### src/rtl/baud_gen_pkg.sv
package baud_gen_pkg;
  localparam int SEL_W  = 3;
  localparam int MOD_W  = 4;
  localparam int CNT_W  = MOD_W + 1;
  localparam int CTRL_W = 8;
  localparam int N_CH   = 2;

  typedef struct packed {
    logic [SEL_W-1:0] src_sel;
    logic [MOD_W-1:0] modulus;
  } baud_cfg_t;
endpackage

### src/rtl/bg_prescaler.sv
module bg_prescaler #(
  parameter int SEL_W = 3
) (
  input  logic             clk,
  input  logic             rst_n,
  input  logic             ext_clk,
  input  logic [SEL_W-1:0] src_sel,
  output logic             src_tick
);
  localparam int DIV_W   = (1 << SEL_W) - 1;
  localparam int EXT_SEL = (1 << SEL_W) - 1;

  logic [DIV_W-1:0] div_q;
  logic [DIV_W-1:0] mask;
  logic             ext_q;
  logic             ext_rise;
  logic             int_tick;

  always_ff @(posedge clk or negedge rst_n) begin
    if (!rst_n) begin
      div_q <= '0;
      ext_q <= 1'b0;
    end else begin
      div_q <= div_q + 1'b1;
      ext_q <= ext_clk;
    end
  end

  always_comb begin
    for (int i = 0; i < DIV_W; i++) mask[i] = (i <= int'(src_sel));
  end

  assign int_tick = ((div_q & mask) == mask);
  assign ext_rise = ext_clk & ~ext_q;
  assign src_tick = (int'(src_sel) == EXT_SEL) ? ext_rise : int_tick;
endmodule

### src/rtl/bg_channel.sv
module bg_channel #(
  parameter int MOD_W = 4,
  parameter int CNT_W = MOD_W + 1
) (
  input  logic             clk,
  input  logic             rst_n,
  input  logic             en,
  input  logic             src_tick,
  input  logic [MOD_W-1:0] modulus,
  output logic             tick
);
  localparam int BASE = 1 << MOD_W;

  logic [CNT_W-1:0] cnt_q;
  logic [CNT_W-1:0] last;
  logic             half_q;

  assign last = CNT_W'(BASE - 1) + CNT_W'(modulus);

  always_ff @(posedge clk or negedge rst_n) begin
    if (!rst_n) begin
      cnt_q  <= '0;
      half_q <= 1'b0;
      tick   <= 1'b0;
    end else if (!en) begin
      cnt_q  <= '0;
      half_q <= 1'b0;
      tick   <= 1'b0;
    end else begin
      tick <= 1'b0;
      if (src_tick) begin
        if (cnt_q >= last) begin
          cnt_q  <= '0;
          half_q <= ~half_q;
          tick   <= half_q;
        end else begin
          cnt_q <= cnt_q + 1'b1;
        end
      end
    end
  end
endmodule

### src/rtl/uart_baud_gen.sv
module uart_baud_gen
  import baud_gen_pkg::*;
#(
  parameter int CW = CTRL_W
) (
  input  logic          clk,
  input  logic          rst_n,
  input  logic          ext_clk,
  input  logic          tx_en,
  input  logic          rx_en,
  input  logic          cfg_we,
  input  logic [CW-1:0] cfg_wdata,
  output logic          tx_tick,
  output logic          rx_tick
);
  localparam int CFG_BITS = SEL_W + MOD_W;

  baud_cfg_t        cfg_q;
  logic             src_tick;
  logic [N_CH-1:0]  ch_en;
  logic [N_CH-1:0]  ch_tick;

  always_ff @(posedge clk or negedge rst_n) begin
    if (!rst_n)      cfg_q <= '0;
    else if (cfg_we) cfg_q <= baud_cfg_t'(cfg_wdata[CFG_BITS-1:0]);
  end

  bg_prescaler #(.SEL_W(SEL_W)) u_pre (
    .clk      (clk),
    .rst_n    (rst_n),
    .ext_clk  (ext_clk),
    .src_sel  (cfg_q.src_sel),
    .src_tick (src_tick)
  );

  assign ch_en = {rx_en, tx_en};

  for (genvar g = 0; g < N_CH; g++) begin : g_ch
    bg_channel #(.MOD_W(MOD_W), .CNT_W(CNT_W)) u_ch (
      .clk      (clk),
      .rst_n    (rst_n),
      .en       (ch_en[g]),
      .src_tick (src_tick),
      .modulus  (cfg_q.modulus),
      .tick     (ch_tick[g])
    );
  end

  assign tx_tick = ch_tick[0];
  assign rx_tick = ch_tick[1];
endmodule

### config.mk
export PLATFORM = sky130hd
export DESIGN_NAME = uart_baud_gen
export DESIGN_NICKNAME = d
export VERILOG_FILES = /design/src/rtl/baud_gen_pkg.sv /design/src/rtl/bg_prescaler.sv /design/src/rtl/bg_channel.sv /design/src/rtl/uart_baud_gen.sv
export SDC_FILE = /design/constraint.sdc
export NUM_CORES = 1
export LEC_CHECK = 0
export ABC_CLOCK_PERIOD_IN_PS = 3100
export BUFFER_PORTS_ARGS = -buffer_cell sky130_fd_sc_hd__buf_2
export CAP_MARGIN = 20
export CORE_AREA = 3 3 67 69
export CTS_BUF_LIST = sky130_fd_sc_hd__clkbuf_4 sky130_fd_sc_hd__clkbuf_8
export CTS_CLUSTER_DIAMETER = 200
export DETAILED_ROUTE_END_ITERATION = 12
export DIE_AREA = 0 0 70 72
export PLACE_DENSITY = 0.59
export SYNTH_ARGS = -nofsm -noshare
export SYNTH_HDL_FRONTEND = slang
export SYNTH_SLANG_ARGS = --single-unit
### constraint.sdc
create_clock -name clk -period 3.1 [get_ports clk]
set_input_delay 0.155 -clock clk [delete_from_list [all_inputs] [get_ports clk]]
set_output_delay 0.155 -clock clk [all_outputs]
set_load 0.005 [all_outputs]
; ---- Word-level counts from Yosys, hierarchy flattened
; Cells that the tools add are included.
[word_totals]
regBits = 29
in_bits = 14
output_inout_bits = 2
[classes]
n_addsub = 4
order_cmp = 8
eq_ne = 6
mux = 19
bitwise = 5
reduce_logical = 2
[op_table]
columns = op, count
row1 = 5-bit two-way mux, 6
row2 = 1-bit two-way mux, 13
row3 = "5-bit by 1-bit adder with 5-bit output, second input constant", 2
row4 = 5-bit >= comparator, 2
row5 = "3-bit less-or-equal comparator, first input constant", 3
row6 = "2-bit by 1-bit inequality test with 1-bit output, second input constant", 4
row7 = "7-bit by 1-bit adder with 7-bit output, second input constant", 1
row8 = 7-bit AND, 1
row9 = 7-bit equality test, 1
row10 = "2-bit by 3-bit less-or-equal comparator with 1-bit output, first input constant", 2
row11 = "4-bit by 4-bit adder with 5-bit output, first input constant", 1
row12 = 2-bit AND reduction, 2
row13 = "3-bit by 1-bit equality test with 1-bit output, second input constant", 1
row14 = "1-bit by 3-bit less-or-equal comparator with 1-bit output, first input constant", 1
row15 = 1-bit NOT, 3
row16 = 1-bit AND, 1

; ---- Logic depth before layout (Yosys ltp)
[depth]
ltp_word = 6
depth_mapped = 9
ltp_nobuf = 9

; ---- Modules after synthesis
; From an unflattened synthesis, not the netlist that was laid out.
[hier_totals]
cells_unflattened = 166
hier_area_um2 = 1709.1
[modules_own_cells]
columns = mod, n_inst, cells_each, area_each_um2, seq_area_each_um2
row1 = bg_channel, 2, 59, 531.8, 175.2
row2 = bg_prescaler, 1, 33, 354.1, 200.2
row3 = uart_baud_gen, 1, 15, 291.5, 175.2

; ---- Worst setup path after synthesis
; OpenSTA, ideal clock, no wires.
[synth_timing]
path_kind = reg-to-reg
from = reg cfg_q[0] (netlist name)
to = reg g_ch[0].u_ch.tick
arrival_time_ns = 2.039
path_slack_ns = 0.942
path_stages_with_launch = 10
synth_period_minus_slack_ns = 2.158
path_cell_list = dfrtp_1 -> inv_1 -> ha_1 -> xnor2_1 -> ha_1 -> a21oi_1 -> o21ai_0 -> a31oi_1 -> a22oi_2 -> and3_1
[synth_between]
elab_chain_len = 5
[synth_rtl]
columns = element, line
row1 = start: declaration, uart_baud_gen.sv:18  ; baud_cfg_t cfg_q;
row2 = start signal: assignment, uart_baud_gen.sv:25  ; else if (cfg_we) cfg_q <= baud_cfg_t'(cfg_wdata[CFG_BITS-1:0]);
row3 = 4-bit by 4-bit adder with 5-bit output, bg_channel.sv:18  ; assign last = CNT_W'(BASE - 1) + CNT_W'(modulus);
row4 = 5-bit >= comparator, bg_channel.sv:32  ; if (cnt_q >= last) begin
row5 = 1-bit two-way mux, bg_channel.sv:32
row6 = 1-bit two-way mux, bg_channel.sv:31  ; if (src_tick) begin
row7 = 1-bit two-way mux, bg_channel.sv:25  ; end else if (!en) begin
row8 = end signal: assignment, bg_channel.sv:35  ; tick <= half_q;
row9 = end: declaration, bg_channel.sv:10  ; output logic tick
; No other way between the ends.
; A chain may end at the register's enable or synchronous reset.

; ---- Worst setup path after layout
[layout_timing]
from = reg cfg_q[0] (netlist name)
to = reg g_ch[1].u_ch.cnt_q[1]
[layout_between]
elab_chain_len = 5
[layout_rtl]
columns = element, line
row1 = 4-bit by 4-bit adder with 5-bit output, bg_channel.sv:18
row2 = 5-bit >= comparator, bg_channel.sv:32
row3 = 5-bit two-way mux, bg_channel.sv:32
row4 = 5-bit two-way mux, bg_channel.sv:31
row5 = 5-bit two-way mux, bg_channel.sv:25
row6 = end signal: assignment, bg_channel.sv:37  ; cnt_q <= cnt_q + 1'b1;
row7 = end: declaration, bg_channel.sv:14  ; logic [CNT_W-1:0] cnt_q;
; No other way between the ends. The select of a mux whose other input is x is not followed.

==> results.sh <==
export IMPL_skew_ns=0.005350
export IMPL_die_y_um=72
export IMPL_swShare=0.2504
export IMPL_htree_num_levels=2
export IMPL_antenna_found_initial=0
export IMPL_setup_viol=0
export IMPL_ys_ff_latch=29
export IMPL_dp_slack_ns=0.6231
export IMPL_final_cell_mix="dfrtp_1 (29), nand2_1 (22), nand3_1 (14), buf_2 (14), ha_1 (12)"
export IMPL_p_per_area_nw_per_um2=433.3
export IMPL_criticalPathCategory="flip-flop to flip-flop"
export IMPL_hold_viol_final=0
export IMPL_grt_pass1_wl_um=6065
export IMPL_ant_nets=0
export IMPL_crit_arrival_ns=2.70
export IMPL_clock_path_buffers=2
export IMPL_gp_congestion=0.8602
export IMPL_synth_nets=189
export IMPL_ioPinCount=16
export IMPL_fp_row_count=23
export IMPL_rsz0062_at_grt="false"
export IMPL_die_x_um=70
export IMPL_outcome="finished, final reports clean"
export IMPL_p_int_w=0.0006129
export IMPL_first_iter_violations=77
export IMPL_overflow=0
export IMPL_start_util=0.4203
export IMPL_mostFrequentLayoutCell="dfrtp_1"
export IMPL_vias_per_cell=5.571
export IMPL_wire_per_inst_um=14.86
export IMPL_hold_class="input port to flip-flop"
export IMPL_endpoint_kind="flip-flop"
export IMPL_drc=0
export IMPL_multi_input_area_sq_um=902.1
export IMPL_yosysWarningCount=0
export IMPL_seqPwrFrac=0.495
export IMPL_root_buffer="clkbuf_8"
export IMPL_grt_max_degree=30
export IMPL_tritoncts="yes"
export IMPL_avgSynthCellArea_sq_um=10.24
export IMPL_fin_nets=207
export IMPL_dieArea_sq_um=5040
export IMPL_maxCapViolations=0
export IMPL_pwr_share_clk=0.387
export IMPL_cts_resized=0
export IMPL_io_buffers=14
export IMPL_hold_path_startpoint="ext_clk"
export IMPL_leakage_nw=0.8302
export IMPL_synthesis_area_sq_um=1669
export IMPL_setup_ws_ns=0.5802
export IMPL_core_area_sq_um=3971
export IMPL_register_area_sq_um=725.7
export IMPL_synthCells=163
export IMPL_cts_sinks=29
export IMPL_hold_depth=1
export IMPL_rr_startpoint="cfg_q[0]"
export IMPL_yosys_cell_types_count=38
export IMPL_yosysSeqAreaShare=0.4348
export IMPL_post_route_min_period_ns=2.520
export IMPL_via_count=1287
export IMPL_clk_latency_ns=0.28
export IMPL_numCtsBuffers=5
export IMPL_p_sw_w=0.0002047
export IMPL_track_usage=0.1528
export IMPL_diodes=0
export IMPL_clk_pin_slew_ns=0.06
export IMPL_max_slew_margin=0.5594
export IMPL_area_growth_pct=13.04
export IMPL_worstMarginPinSlew_ns=0.6609
export IMPL_first_global_vias=1315
export IMPL_ir_drop_uv=292.2
export IMPL_drt_first_pass_iters=4
export IMPL_dp_hpwl_um=2538
export IMPL_fmax_mhz=396.9
export IMPL_post_cts_buffers=0
export IMPL_setup_tns_ns=0
export IMPL_worstRegToRegCells=9
export IMPL_min_to="u_pre.ext_q"
export IMPL_worstSetupStartpointType="flip-flop"
export IMPL_fillers=363
export IMPL_finalCritPeriodShare=0.8129
export IMPL_drive_gt1_frac=0.1823
export IMPL_crit_required_ns=3.28
export IMPL_cp_max_fo=6
export IMPL_timing_rr_end="g_ch[1].u_ch.cnt_q[1]"
export IMPL_wirelength_um=3432
export IMPL_drv_slew=0
export IMPL_rrSetupSlack_ns=0.58
export IMPL_pwr_share_comb=0.118
synth_stat cells:
master / instances / area share
a21oi_1: 2 / 0.0060
o22ai_1: 2 / 0.0075
o21bai_2: 1 / 0.0067
a22oi_2: 2 / 0.015
nand4_1: 3 / 0.011
o31ai_1: 2 / 0.0090
nor3_1: 1 / 0.0030
nand2_2: 1 / 0.0038
buf_1: 1 / 0.0022
nor2b_1: 3 / 0.011
nand2b_1: 2 / 0.0075
a221oi_4: 1 / 0.016
o221ai_1: 4 / 0.021
or3_1: 1 / 0.0038
nand3b_1: 1 / 0.0045
inv_1: 7 / 0.016
o211ai_1: 4 / 0.018
xor2_1: 1 / 0.0052
nand3_1: 14 / 0.042
a221o_2: 1 / 0.0067
nor3b_1: 5 / 0.022
and3_4: 1 / 0.0067
nor2_1: 5 / 0.011
a31oi_1: 2 / 0.0075
clkbuf_1: 3 / 0.0067
o2111ai_1: 5 / 0.026
o211ai_2: 1 / 0.0075
xnor2_1: 6 / 0.031
mux2i_1: 2 / 0.012
and3_1: 2 / 0.0075
nand2_1: 22 / 0.049
mux2_2: 3 / 0.020
o2111ai_4: 1 / 0.016
and4_1: 1 / 0.0052
o21ai_0: 8 / 0.024
dfrtp_1: 29 / 0.43
and3b_1: 1 / 0.0052
ha_1: 12 / 0.090
cell families after synthesis:
kind of cell             after synthesis  share of synthesized area
AND/OR/NAND/NOR                       63                     0.1949
buffers and inverters                 11                    0.02474
multiplexers                           5                    0.03223
XOR/XNOR                               7                    0.03673
flip-flops                            29                     0.4348
AO/OA/AOI/OAI                         36                     0.1867
adder cells (fa/ha/maj)               12                    0.08995
flip-flops by register name, summed over array words and instances, names as in the netlist:
| register | flops |
|---|---|
| cfg_q | 7 |
| g_ch.u_ch.cnt_q | 10 |
| g_ch.u_ch.half_q | 2 |
| g_ch.u_ch.tick | 2 |
| u_pre.div_q | 7 |
| u_pre.ext_q | 1 |
final cells by class:
cell class / count / area share
multi-input cells: 123 / 0.4781
inverters: 7 / 0.01393
well taps: 50 / 0.03316
clock buffers: 7 / 0.04775
flip-flops and latches: 29 / 0.3846
repair buffers: 15 / 0.04244
critical path, cell delays in order (launching register included):
cell     delay, ns
dfrtp_1       0.34
inv_1         0.09
ha_1          0.23
xnor2_1       0.24
ha_1          0.29
a21oi_1       0.12
o21ai_0       0.14
a31oi_1       0.49
nand2_1       0.22
o31ai_1       0.28
stage by stage:
stage | hold WS, ns | util | instances | area (sq um) | total power, W
3_5_place_dp | 0.2279 | 0.4499 | 223 | 1787 | 0.0005079
4_1_cts | 0.007278 | 0.4751 | 231 | 1887 | 0.0008291
6_report | 0.01072 | 0.4751 | 231 | 1887 | 0.0008176
2_1_floorplan | -0.1406 | - | 163 | 1669 | 0.0004723
5_1_grt | 0.008551 | 0.4751 | 231 | 1887 | 0.0008648
3_3_place_gp | 0.2133 | 0.4499 | 223 | 1787 | 0.0005028
worst max-delay path by stage:
stage               startpoint  slack (ns)  cells past startpoint               endpoint
finish                cfg_q[0]        0.58                      9  g_ch[1].u_ch.cnt_q[1]
global route          cfg_q[0]        0.28                      9  g_ch[1].u_ch.cnt_q[0]
CTS                   cfg_q[0]        0.61                      9  g_ch[1].u_ch.cnt_q[1]
detailed placement    cfg_q[0]        0.62                      9  g_ch[1].u_ch.cnt_q[1]
global placement      cfg_q[0]        0.71                      9      g_ch[0].u_ch.tick
floorplan             cfg_q[0]        0.94                      9      g_ch[0].u_ch.tick
power groups by stage:
stage	clock network [W]	logic, W	registers (W)
final	0.000316	0.0000967	0.000405
after global routing	0.000346	0.000112	0.000406
after CTS	0.000326	0.0000982	0.000405
after detailed placement	0	0.0000967	0.000411
after global placement	0	0.0000922	0.000411
after floorplan	0	0.0000642	0.000408
what timing repair did:
item | CTS | global route
endpoints found under the setup margin | 0 | 0
hold buffers | 1 | 0
hold endpoints to repair | 29 | 0
layer usage:
layer | GRT usage | vias to the layer above | share of wire
met5 | 0 | - | 0
met4 | 0.07021 | 0 | 0.014
met3 | 0.04432 | 4 | 0.038
met2 | 0.2676 | 24 | 0.52
met1 | 0.1730 | 615 | 0.43
li1 | - | 644 | -
Note: power is estimated with default switching activity, not from simulation.
